==> config.mk <==
export PLATFORM = sky130hd
export DESIGN_NAME = cmdq_dispatch
export DESIGN_NICKNAME = d
export VERILOG_FILES = /design/src/rtl/cmdq_pkg.sv /design/src/rtl/cmdq_opclass.sv /design/src/rtl/cmdq_operand.sv /design/src/rtl/cmdq_seq.sv /design/src/rtl/cmdq_dispatch.sv
export SDC_FILE = /design/constraint.sdc
export NUM_CORES = 1
export LEC_CHECK = 0
export ABC_AREA = 0
export BUFFER_PORTS_ARGS = -buffer_cell sky130_fd_sc_hd__buf_2
export CORE_MARGIN = 2
export CORE_UTILIZATION = 52
export DETAILED_ROUTE_END_ITERATION = 16
export GPL_TIMING_DRIVEN = 0
export MAX_ROUTING_LAYER = met4
export PLACE_DENSITY = 0.81
export SLEW_MARGIN = 0
export SYNTH_ARGS = -nofsm -noshare
export SYNTH_HDL_FRONTEND = slang
export SYNTH_HIERARCHICAL = 1
export SYNTH_SLANG_ARGS = --single-unit
==> constraint.sdc <==
create_clock -name clk -period 2.1 [get_ports clk]
set_input_delay 0.42 -clock clk [delete_from_list [all_inputs] [get_ports clk]]
set_output_delay 0.42 -clock clk [all_outputs]
set_load 0.01 [all_outputs]
==> src/rtl/cmdq_pkg.sv <==
package cmdq_pkg;

    localparam int WORD_W    = 32;
    localparam int NUM_WORDS = 4;
    localparam int OPC_W     = 8;
    localparam int PG_BITS   = 12;
    localparam int CS_LSB    = 12;
    localparam int NUM_CLS   = 4;

    typedef enum logic [1:0] {
        ST_IDLE = 2'd0,
        ST_BUSY = 2'd1,
        ST_HALT = 2'd2
    } seq_st_e;

    typedef enum logic [1:0] {
        CL_CFG    = 2'd0,
        CL_TLB    = 2'd1,
        CL_SYNC   = 2'd2,
        CL_RESUME = 2'd3
    } cmd_cls_e;

    typedef enum logic [1:0] {
        ER_NONE     = 2'd0,
        ER_ILLEGAL  = 2'd1,
        ER_FETCH    = 2'd2,
        ER_SYNCFAIL = 2'd3
    } cmd_err_e;

    localparam logic [1:0] SIG_IRQ = 2'd1;
    localparam logic [1:0] SIG_EVT = 2'd2;

endpackage

==> src/rtl/cmdq_opclass.sv <==
module cmdq_opclass
    import cmdq_pkg::*;
#(
    parameter int OPC_W = cmdq_pkg::OPC_W
) (
    input  logic [OPC_W-1:0] opc,
    output logic             legal,
    output cmd_cls_e         cls
);

    always_comb begin
        legal = 1'b1;
        cls   = CL_CFG;
        case (opc)
            8'h01, 8'h02, 8'h03, 8'h04, 8'h05, 8'h06, 8'h07:
                cls = CL_CFG;
            8'h10, 8'h11, 8'h12, 8'h13, 8'h18, 8'h1A,
            8'h20, 8'h21, 8'h22, 8'h23, 8'h28, 8'h2A,
            8'h30, 8'h40:
                cls = CL_TLB;
            8'h41, 8'h44, 8'h45:
                cls = CL_RESUME;
            8'h46:
                cls = CL_SYNC;
            default: begin
                legal = 1'b0;
                cls   = CL_CFG;
            end
        endcase
    end

endmodule

==> src/rtl/cmdq_operand.sv <==
module cmdq_operand #(
    parameter int WORD_W  = cmdq_pkg::WORD_W,
    parameter int PG_BITS = cmdq_pkg::PG_BITS,
    localparam int ADDR_W = 2 * WORD_W
) (
    input  logic [WORD_W-PG_BITS-1:0] w2_hi,
    input  logic [WORD_W-1:0]         w3,
    output logic [ADDR_W-1:0]         addr
);

    always_comb begin
        addr = {w3, w2_hi, {PG_BITS{1'b0}}};
    end

endmodule

==> src/rtl/cmdq_seq.sv <==
module cmdq_seq
    import cmdq_pkg::*;
#(
    parameter int ENTRY_W = 128,
    parameter int ADDR_W  = 64,
    parameter int NCLS    = cmdq_pkg::NUM_CLS,
    parameter int CS_POS  = cmdq_pkg::CS_LSB
) (
    input  logic               clk,
    input  logic               rst_n,
    input  logic               cq_enable,
    input  logic               cq_pending,
    input  logic               cmd_fetch_err,
    input  logic [ENTRY_W-1:0] entry_in,
    input  logic               op_legal,
    input  cmd_cls_e           op_cls,
    input  logic [ADDR_W-1:0]  addr_in,
    input  logic               act_ack,
    input  logic               act_fail,
    input  logic               err_clear,
    output logic [NCLS-1:0]    req,
    output logic [ENTRY_W-1:0] act_entry,
    output logic [ADDR_W-1:0]  act_addr,
    output logic               cons_incr,
    output logic               sync_irq,
    output logic               sync_evt,
    output logic               err_flag,
    output logic [1:0]         err_code
);

    typedef struct packed {
        seq_st_e            st;
        cmd_cls_e           cls;
        logic [ENTRY_W-1:0] entry;
        logic [ADDR_W-1:0]  addr;
        logic               incr;
        logic               irq;
        logic               evt;
        cmd_err_e           code;
    } seq_t;

    seq_t s_d, s_q;
    logic [1:0] cs_fld;

    assign cs_fld = s_q.entry[CS_POS+1:CS_POS];

    always_comb begin
        s_d      = s_q;
        s_d.incr = 1'b0;
        s_d.irq  = 1'b0;
        s_d.evt  = 1'b0;
        case (s_q.st)
            ST_IDLE: begin
                if (cq_enable && cq_pending && !s_q.incr) begin
                    if (cmd_fetch_err) begin
                        s_d.st   = ST_HALT;
                        s_d.code = ER_FETCH;
                    end else if (!op_legal) begin
                        s_d.st   = ST_HALT;
                        s_d.code = ER_ILLEGAL;
                    end else begin
                        s_d.st    = ST_BUSY;
                        s_d.cls   = op_cls;
                        s_d.entry = entry_in;
                        s_d.addr  = addr_in;
                    end
                end
            end
            ST_BUSY: begin
                if (act_ack) begin
                    if (s_q.cls == CL_SYNC && act_fail) begin
                        s_d.st   = ST_HALT;
                        s_d.code = ER_SYNCFAIL;
                    end else begin
                        s_d.st   = ST_IDLE;
                        s_d.incr = 1'b1;
                        s_d.irq  = (s_q.cls == CL_SYNC) && (cs_fld == SIG_IRQ);
                        s_d.evt  = (s_q.cls == CL_SYNC) && (cs_fld == SIG_EVT);
                    end
                end
            end
            ST_HALT: begin
                if (err_clear) begin
                    s_d.st   = ST_IDLE;
                    s_d.code = ER_NONE;
                end
            end
            default: begin
                s_d.st = ST_IDLE;
            end
        endcase
    end

    always_ff @(posedge clk or negedge rst_n) begin
        if (!rst_n) begin
            s_q <= '0;
        end else begin
            s_q <= s_d;
        end
    end

    for (genvar g = 0; g < NCLS; g++) begin : g_req
        assign req[g] = (s_q.st == ST_BUSY) && (s_q.cls == cmd_cls_e'(g));
    end

    assign act_entry = s_q.entry;
    assign act_addr  = s_q.addr;
    assign cons_incr = s_q.incr;
    assign sync_irq  = s_q.irq;
    assign sync_evt  = s_q.evt;
    assign err_flag  = (s_q.st == ST_HALT);
    assign err_code  = s_q.code;

endmodule

==> src/rtl/cmdq_dispatch.sv <==
module cmdq_dispatch
    import cmdq_pkg::*;
#(
    parameter int  WW      = cmdq_pkg::WORD_W,
    parameter int  NW      = cmdq_pkg::NUM_WORDS,
    parameter int  OW      = cmdq_pkg::OPC_W,
    parameter int  PGB     = cmdq_pkg::PG_BITS,
    localparam int ENTRY_W = WW * NW,
    localparam int ADDR_W  = 2 * WW
) (
    input  logic               clk,
    input  logic               rst_n,
    input  logic               cq_enable,
    input  logic               cq_pending,
    input  logic [ENTRY_W-1:0] cmd_entry,
    input  logic               cmd_fetch_err,
    input  logic               act_ack,
    input  logic               act_fail,
    input  logic               err_clear,
    output logic               req_cfg,
    output logic               req_tlb,
    output logic               req_sync,
    output logic               req_resume,
    output logic [ENTRY_W-1:0] act_entry,
    output logic [ADDR_W-1:0]  act_addr,
    output logic               cons_incr,
    output logic               sync_irq,
    output logic               sync_evt,
    output logic               err_flag,
    output logic [1:0]         err_code
);

    logic               legal;
    cmd_cls_e           cls;
    logic [ADDR_W-1:0]  addr;
    logic [NUM_CLS-1:0] req;

    cmdq_opclass #(.OPC_W(OW)) u_opclass (
        .opc   (cmd_entry[OW-1:0]),
        .legal (legal),
        .cls   (cls)
    );

    cmdq_operand #(.WORD_W(WW), .PG_BITS(PGB)) u_operand (
        .w2_hi (cmd_entry[3*WW-1:2*WW+PGB]),
        .w3    (cmd_entry[4*WW-1:3*WW]),
        .addr  (addr)
    );

    cmdq_seq #(
        .ENTRY_W (ENTRY_W),
        .ADDR_W  (ADDR_W),
        .NCLS    (NUM_CLS),
        .CS_POS  (CS_LSB)
    ) u_seq (
        .clk           (clk),
        .rst_n         (rst_n),
        .cq_enable     (cq_enable),
        .cq_pending    (cq_pending),
        .cmd_fetch_err (cmd_fetch_err),
        .entry_in      (cmd_entry),
        .op_legal      (legal),
        .op_cls        (cls),
        .addr_in       (addr),
        .act_ack       (act_ack),
        .act_fail      (act_fail),
        .err_clear     (err_clear),
        .req           (req),
        .act_entry     (act_entry),
        .act_addr      (act_addr),
        .cons_incr     (cons_incr),
        .sync_irq      (sync_irq),
        .sync_evt      (sync_evt),
        .err_flag      (err_flag),
        .err_code      (err_code)
    );

    assign req_cfg    = req[CL_CFG];
    assign req_tlb    = req[CL_TLB];
    assign req_sync   = req[CL_SYNC];
    assign req_resume = req[CL_RESUME];

endmodule

==> results of run 1 <==
worst max path at each step:
stage                            start                    to  slack (ns)  cells past startpoint
after global placement           rst_n   u_seq/act_entry[33]       -2.81                      1
final                     cmd_entry[4]   u_seq/act_entry[34]       -0.17                     11
after detailed placement  cmd_entry[5]  u_seq/act_entry[119]       -0.83                      9
after CTS                 cmd_entry[5]   u_seq/act_entry[29]       -0.13                     11
after global routing      cmd_entry[4]     u_seq/act_addr[7]       -0.25                     11
after floorplan           cmd_entry[5]    u_seq/act_entry[0]       -0.30                      8
kinds of logic after synthesis:
logic type,Yosys count,synth area share (%)
AOI/OAI and AO/OA,17,1.17
adders and majority gates,4,0.513
buffers and inverters,287,21.6
DFF,201,51.5
muxes,196,22.6
other,1,0.0384
and+or+nand+nor,39,2.56
cell usage after synthesis:
cell type / count
and3_1: 1
a31oi_1: 1
dfrtp_1: 201
conb_1: 1
nor3_1: 1
o31ai_1: 1
nor3b_2: 1
nand4b_1: 1
a21oi_1: 4
o22ai_1: 1
buf_2: 6
o21ai_0: 3
o32ai_1: 1
mux2_1: 59
buf_4: 273
and2_1: 1
a222oi_1: 1
a22oi_1: 1
nor3b_1: 2
inv_1: 7
or2b_1: 1
ha_1: 4
or4b_2: 1
a221oi_1: 2
mux2_2: 137
o21bai_1: 2
or3_1: 1
or4_1: 2
clkbuf_2: 1
nor2_1: 4
nand2_1: 6
nand3b_1: 2
nor2b_1: 5
nand3_1: 3
and3b_1: 3
nand2b_1: 3
or4b_4: 1
routing by layer:
| metal | vias up | track usage, % | part of all wire (%) | routed length [um] |
|---|---|---|---|---|
| li1 | 3053 | - | - | - |
| met1 | 3212 | 26.8 | 38 | 9690 |
| met2 | 281 | 40.5 | 52 | 13100 |
| met3 | 63 | 5.30 | 6.8 | 1710 |
| met4 | 0 | 8.42 | 3.3 | 847 |
| met5 | - | - | 0 | 0 |
worst register-to-register path: cells and delay by family, from the launching register on:
kind	cells	cell delay, ns
and+or+nand+nor	2	0.41
buffers and inverters	5	0.70
DFF	1	0.41
adders and majority gates	1	0.22
muxes	1	0.32
registers in the layout, indices dropped and copies added (netlist names):
name,cells
u_seq/act_addr,64
u_seq/act_entry,128
u_seq/cons_incr,1
u_seq/err_code,2
u_seq/s_q,4
u_seq/sync_evt,1
u_seq/sync_irq,1
final cells by class:
| class | count | area, um^2 |
|---|---|---|
| Multi-Input combinational cell | 268 | 3320 |
| Timing Repair Buffer | 371 | 2340 |
| Antenna cell | 4 | 10.0 |
| Inverter | 7 | 26.3 |
| Sequential cell | 201 | 5030 |
| Clock buffer | 33 | 673 |
| Clock inverter | 6 | 80.1 |
| Tap cell | 234 | 293 |
| Buffer | 279 | 2360 |
| Fill cell | 1135 | 4450 |
timing repair:
action                     4_1_cts  5_1_grt
hold endpoints to repair        90        0
setup endpoints to repair      196      201
gates resized for setup        129       79
hold buffers                     1        0
gates cloned                     3       14
pin swaps                        0        1
buffers inserted                 8        7
where the power goes:
| group | switching, mW | total [mW] | internal [mW] |
|---|---|---|---|
| clock network | 1.52 | 3.97 | 2.45 |
| registers | 0.570 | 5.38 | 4.81 |
| logic | 1.74 | 4.82 | 3.09 |
| total | 3.83 | 14.2 | 10.3 |
metrics by stage:
stage	util [%]	power (mW)	hold WS (ns)	cell area [um^2]
after CTS	72.3	14.0	0.111	13400
after global placement	64.5	9.46	0.469	12000
final	76.1	14.2	0.138	14100
after global routing	76.1	14.9	0.121	14100
after floorplan	-	8.08	0.124	10000
after detailed placement	64.7	9.62	0.473	12000
==> flow_summary_export.csv, run 1 <==
group,metric,value,unit
finish,layout_commonest_cell,"buf_2",
route,vias,6609,
place,place_ws,-0.834,ns
place,dp.cells,1328,
route,vias_per_cell,4.71,
critical_path,reg2reg_depth,9,
synth,ys_seq_area_share,51.5,%
die,die-area,19900,um^2
critical_path,crit_arrival,2.64,ns
route,antenna_left,0,
synth,syn_area_per_cell,13.1,um^2
die,ios,338,
hold_path,whs_path_depth,2,
outcome,violations,"setup timing",
synth,ys_types,37,
sta,hold_viol_final,0,
critical_path,cp_slowest_cell,"or4b_4",
global_route,grt_pass1_vias,6938,
clock_tree,clock_path_buffers,3,
synth,synth_seq_cells,201,
die,rows,50,
critical_path,cp_cell_sequence,"buf_8, or4b_4, o32ai_4, a21oi_1, nand3_1, nor3b_4, buf_6, buf_12, buf_16, buf_12, mux2_4",
critical_path,regToRegSetupSlack,-0.08,ns
critical_path,cp_num_buf_inv,5,
global_route,grt_pass1_wl,36000,um
global_route,groute.usage.overall,23.4,%
die,core_area,18600,um^2
finish,final_cells,1403,
job,maxCapViolations,0,
critical_path,cp-end-kind,"register",
clock_tree,cts_buffers,22,
die,initial_core_util,52.6,%
power_and_ir_drop,peakVddDrop,0.000928,V
sta,clock.fmax,0.441,GHz
clock_tree,cts-root-buf,"clkbuf_16",
global_route,grt_max_degree,112,
power_and_ir_drop,leakagePower,7.92,nW
finish,layout_common_cells,"buf_2, buf_4, dfrtp_1",
power_and_ir_drop,power.density,1000,nW/um^2
sta,setup_tns,-19.34,ns
sta,slew_viol_final,0,
finish,nets,1290,
critical_path,crit_path_max_fanout,10,
clock_tree,cts_tree,"built",
hold_path,min_to,"u_seq/cons_incr",
synth,syn_inst,745,
finish,drive_gt1_share,76.1,%
sta,period_share,108,%
hold_path,min_from,"act_fail",
route,wirelength,25400,um
place,io_buffer_count,337,
outcome,status,"finished with violations",
critical_path,critPathKind,"input pin to register",
route,drt_iter0_drc,159,
synth,synth.area.top_cells,"dfrtp_1, buf_4, mux2_2",
sta,rsz0062_at_grt,"true",
hold_path,hold_class,"input pin to register",
synth,yosys_warnings,6,
global_route,antenna_found_initial,4,
die,fp.dieH,141,um
global_route,overflow,0,
synth,synth_top_area_share,51.5,%
synth,netlist_area,9770,um^2
die,die_w,141,um
critical_path,cpMostUsedCell,"buf_12",
place,place_congestion,0.815,
critical_path,critPathLaunchType,"input pin",
critical_path,reg2reg_from,"u_seq/s_q[199]",
sta,finClkSkew,0.00876,ns
sta,layout_min_cycle_time,2.27,ns
sta,slew-limit-headroom,53.2,%
clock_tree,path_clk_slew,0.06,ns
clock_tree,clock_sinks,201,
finish,synthToLayoutAreaGrowth,44.7,%
place,place_hpwl,16100,um
synth,yosys.area.top_type,"dfrtp_1",
critical_path,reg2reg_to,"u_seq/act_entry[34]",
sta,setup_viol,184,
critical_path,critical_path_required,2.47,ns
critical_path,crit_family,"simple AND/OR/NAND/NOR gates",
critical_path,max_stage_delay,0.54,ns
route,drc_errors,0,
clock_tree,clkLatencyLatePin,0.49,ns
sta,tightest_slew,0.702,ns
sta,layout_setup_ws,-0.170,ns
route,wl_per_cell,18.1,um
route,first_pass_iters,4,
clock_tree,h-tree-depth,1,
No activity file was read; power rests on OpenSTA's default activity.
==> inputs of run 2 (changes only) <==
--- a/config.mk
+++ b/config.mk
@@ -12,7 +12,7 @@
 export DETAILED_ROUTE_END_ITERATION = 16
 export GPL_TIMING_DRIVEN = 0
 export MAX_ROUTING_LAYER = met4
-export PLACE_DENSITY = 0.81
+export PLACE_DENSITY = 0.83
 export SLEW_MARGIN = 0
 export SYNTH_ARGS = -nofsm -noshare
 export SYNTH_HDL_FRONTEND = slang
==> run 2 against run 1 <==
Compared with the run above: the flow still finishes with violations (setup timing); via count fell by 3.4%; highest routed layer unchanged; die area did not move; largest cell class unchanged; critical endpoint is now u_seq/act_entry[47]; setup slack gained 0.010 ns.
==> flow_summary_export.csv, run 2 (same netlist as run 1, synthesis figures left out) <==
group,metric,value,unit
outcome,status,"finished with violations",
outcome,violations,"setup timing",
sta,finClkSkew,0.0118,ns
critical_path,cp-startpoint,"cmd_entry[5]",
hold_path,min_from,"cmd_entry[66]",
hold_path,hold_class,"input pin to register",
route,first_pass_iters,5,
finish,multi_input_area,3030,um^2
critical_path,reg2reg_to,"u_seq/act_entry[47]",
sta,slew_viol_final,0,
place,place_area,12000,um^2
critical_path,reg2reg_from,"u_seq/s_q[199]",
place,place_hpwl,16300,um
power_and_ir_drop,clock_power_share,28.0,%
sta,tightest_slew,0.749,ns
finish,layout_common_cells,"buf_2, buf_4, dfrtp_1",
power_and_ir_drop,internal_power,9.93,mW
power_and_ir_drop,power_switching,3.69,mW
power_and_ir_drop,peakVddDrop,0.000768,V
critical_path,cp_cell_sequence,"buf_8, or4b_4, o21bai_1, a21oi_2, nand3_2, nor3b_4, buf_12, buf_12, buf_12, mux2_1",
finish,final_core_util,71.3,%
sta,rsz0062_at_grt,"true",
global_route,grt_pass1_vias,6739,
finish,largest_register_ffs,128,
clock_tree,clock_path_buffers,3,
die,initial_core_util,52.6,%
global_route,overflow,0,
finish,n_fill_cell,1276,
clock_tree,cts-root-buf,"clkbuf_16",
critical_path,critPathKind,"input pin to register",
sta,period_share,108,%
die,rows,50,
global_route,grt_max_degree,106,
global_route,antenna_found_initial,3,
hold_path,min_to,"u_seq/act_entry[66]",
sta,layout_setup_ws,-0.160,ns
global_route,groute.usage.overall,22.0,%
place,place_ws,-0.891,ns
critical_path,cp_slowest_cell,"or4b_4",
sta,setup_viol,193,
sta,hold_viol_final,0,
critical_path,max_stage_delay,0.57,ns
die,die-area,19900,um^2
die,ios,338,
sta,slew-limit-headroom,50.1,%
route,vias_per_cell,4.63,
finish,seq_area,5030,um^2
route,drc_errors,0,
sta,clock.fmax,0.442,GHz
route,wirelength,22500,um
sta,setup_tns,-21.46,ns
place,place_congestion,0.792,
critical_path,cp-end-kind,"register",
critical_path,cpMostUsedCell,"buf_12",
power_and_ir_drop,power.density,1030,nW/um^2
job,maxCapViolations,0,
power_and_ir_drop,p_comb_share,32.8,%
critical_path,crit_arrival,2.64,ns
finish,synthToLayoutAreaGrowth,35.7,%
critical_path,critical_path_required,2.48,ns
power_and_ir_drop,netSwitchingFraction,27.1,%
clock_tree,h-tree-depth,1,
sta,fin_hold_ws,0.137,ns
route,antenna_left,0,
place,io_buffer_count,337,
die,core_area,18600,um^2
route,vias,6381,
global_route,grt_pass1_wl,34000,um
sta,layout_min_cycle_time,2.26,ns
critical_path,crit_family,"simple AND/OR/NAND/NOR gates",
clock_tree,clock_sinks,201,
finish,nets,1265,
die,die_w,141,um
finish,drive_gt1_share,74.6,%
die,fp.dieH,141,um
clock_tree,cts_buffers,23,
critical_path,critPathLaunchType,"input pin",
finish,layout_commonest_cell,"buf_2",
route,wl_per_cell,16.4,um
critical_path,cp_num_buf_inv,4,
critical_path,regToRegSetupSlack,0.01,ns
hold_path,whs_path_depth,2,
clock_tree,clkLatencyLatePin,0.50,ns
critical_path,crit_path_max_fanout,10,
route,drt_iter0_drc,153,
clock_tree,path_clk_slew,0.06,ns
power_and_ir_drop,seqPwrFrac,39.2,%
power_and_ir_drop,leakagePower,7.55,nW
critical_path,reg2reg_depth,8,
clock_tree,cts_tree,"built",
finish,finalInstanceArea,13300,um^2
## run 2: cell count changes in the layout (fill, tap and decap cells not counted), sizes merged
cell	change
clkinv	-2
inv	+1
bufinv	-1
diode	-1
buf	-12
clkbuf	-11
## run 2: routing by layer
layer,part of all wire (%),global-route usage [%],vias to the layer above
met5,0,-,-
met4,2.6,7.84,0
met3,6.6,5.10,49
met2,53,39.4,248
met1,38,24.2,3095
li1,-,-,2989
## run 2: cell type report
cell class,count,share of cell area [%]
well taps,234,2.21
flip-flops and latches,201,38.0
inverters,7,0.198
clock buffers,36,5.09
diodes,3,0.0566
repair buffers,344,13.7
plain buffers,280,17.5
clock inverters,4,0.368
multi-input cells,268,22.9
## run 2: repair_timing
action,in CTS,in global routing
hold endpoints to repair,79,0
buffers inserted,1,3
cloned,0,1
resized for setup,34,78
pin swaps,0,2
setup endpoints to repair,196,201
hold buffers,1,0
## run 2: worst max-delay path by stage
stage / endpoint / slack, ns / depth (start not counted)
2_1_floorplan: u_seq/act_entry[0] / -0.30 / 8
3_3_place_gp: u_seq/act_entry[26] / -2.81 / 1
3_5_place_dp: u_seq/act_entry[121] / -0.89 / 9
4_1_cts: u_seq/act_entry[126] / -0.12 / 10
5_1_grt: u_seq/act_addr[15] / -0.23 / 10
6_report: u_seq/act_entry[47] / -0.16 / 10
## run 2: worst reg2reg max path, delay by kind of cell, from the launching register on
kind / cells / cell delay [ns]
mux: 1 / 0.34
flops: 1 / 0.40
fa+ha+maj: 1 / 0.21
buf+inv: 4 / 0.59
simple gates: 2 / 0.42
## run 2: through the flow
stage | cells | total power, mW
final | 1377 | 13.6
after global routing | 1377 | 14.3
after CTS | 1370 | 13.6
after detailed placement | 1328 | 9.63
after global placement | 1327 | 9.46
after floorplan | 756 | 8.08
## run 2: power groups by stage
| stage | clock network [mW] | registers [mW] | logic (mW) |
|---|---|---|---|
| 6_report | 3.81 | 5.34 | 4.47 |
| 3_3_place_gp | 0 | 5.30 | 4.16 |
| 4_1_cts | 3.93 | 5.32 | 4.33 |
| 2_1_floorplan | 0 | 5.21 | 2.87 |
| 5_1_grt | 4.08 | 5.44 | 4.78 |
| 3_5_place_dp | 0 | 5.37 | 4.26 |
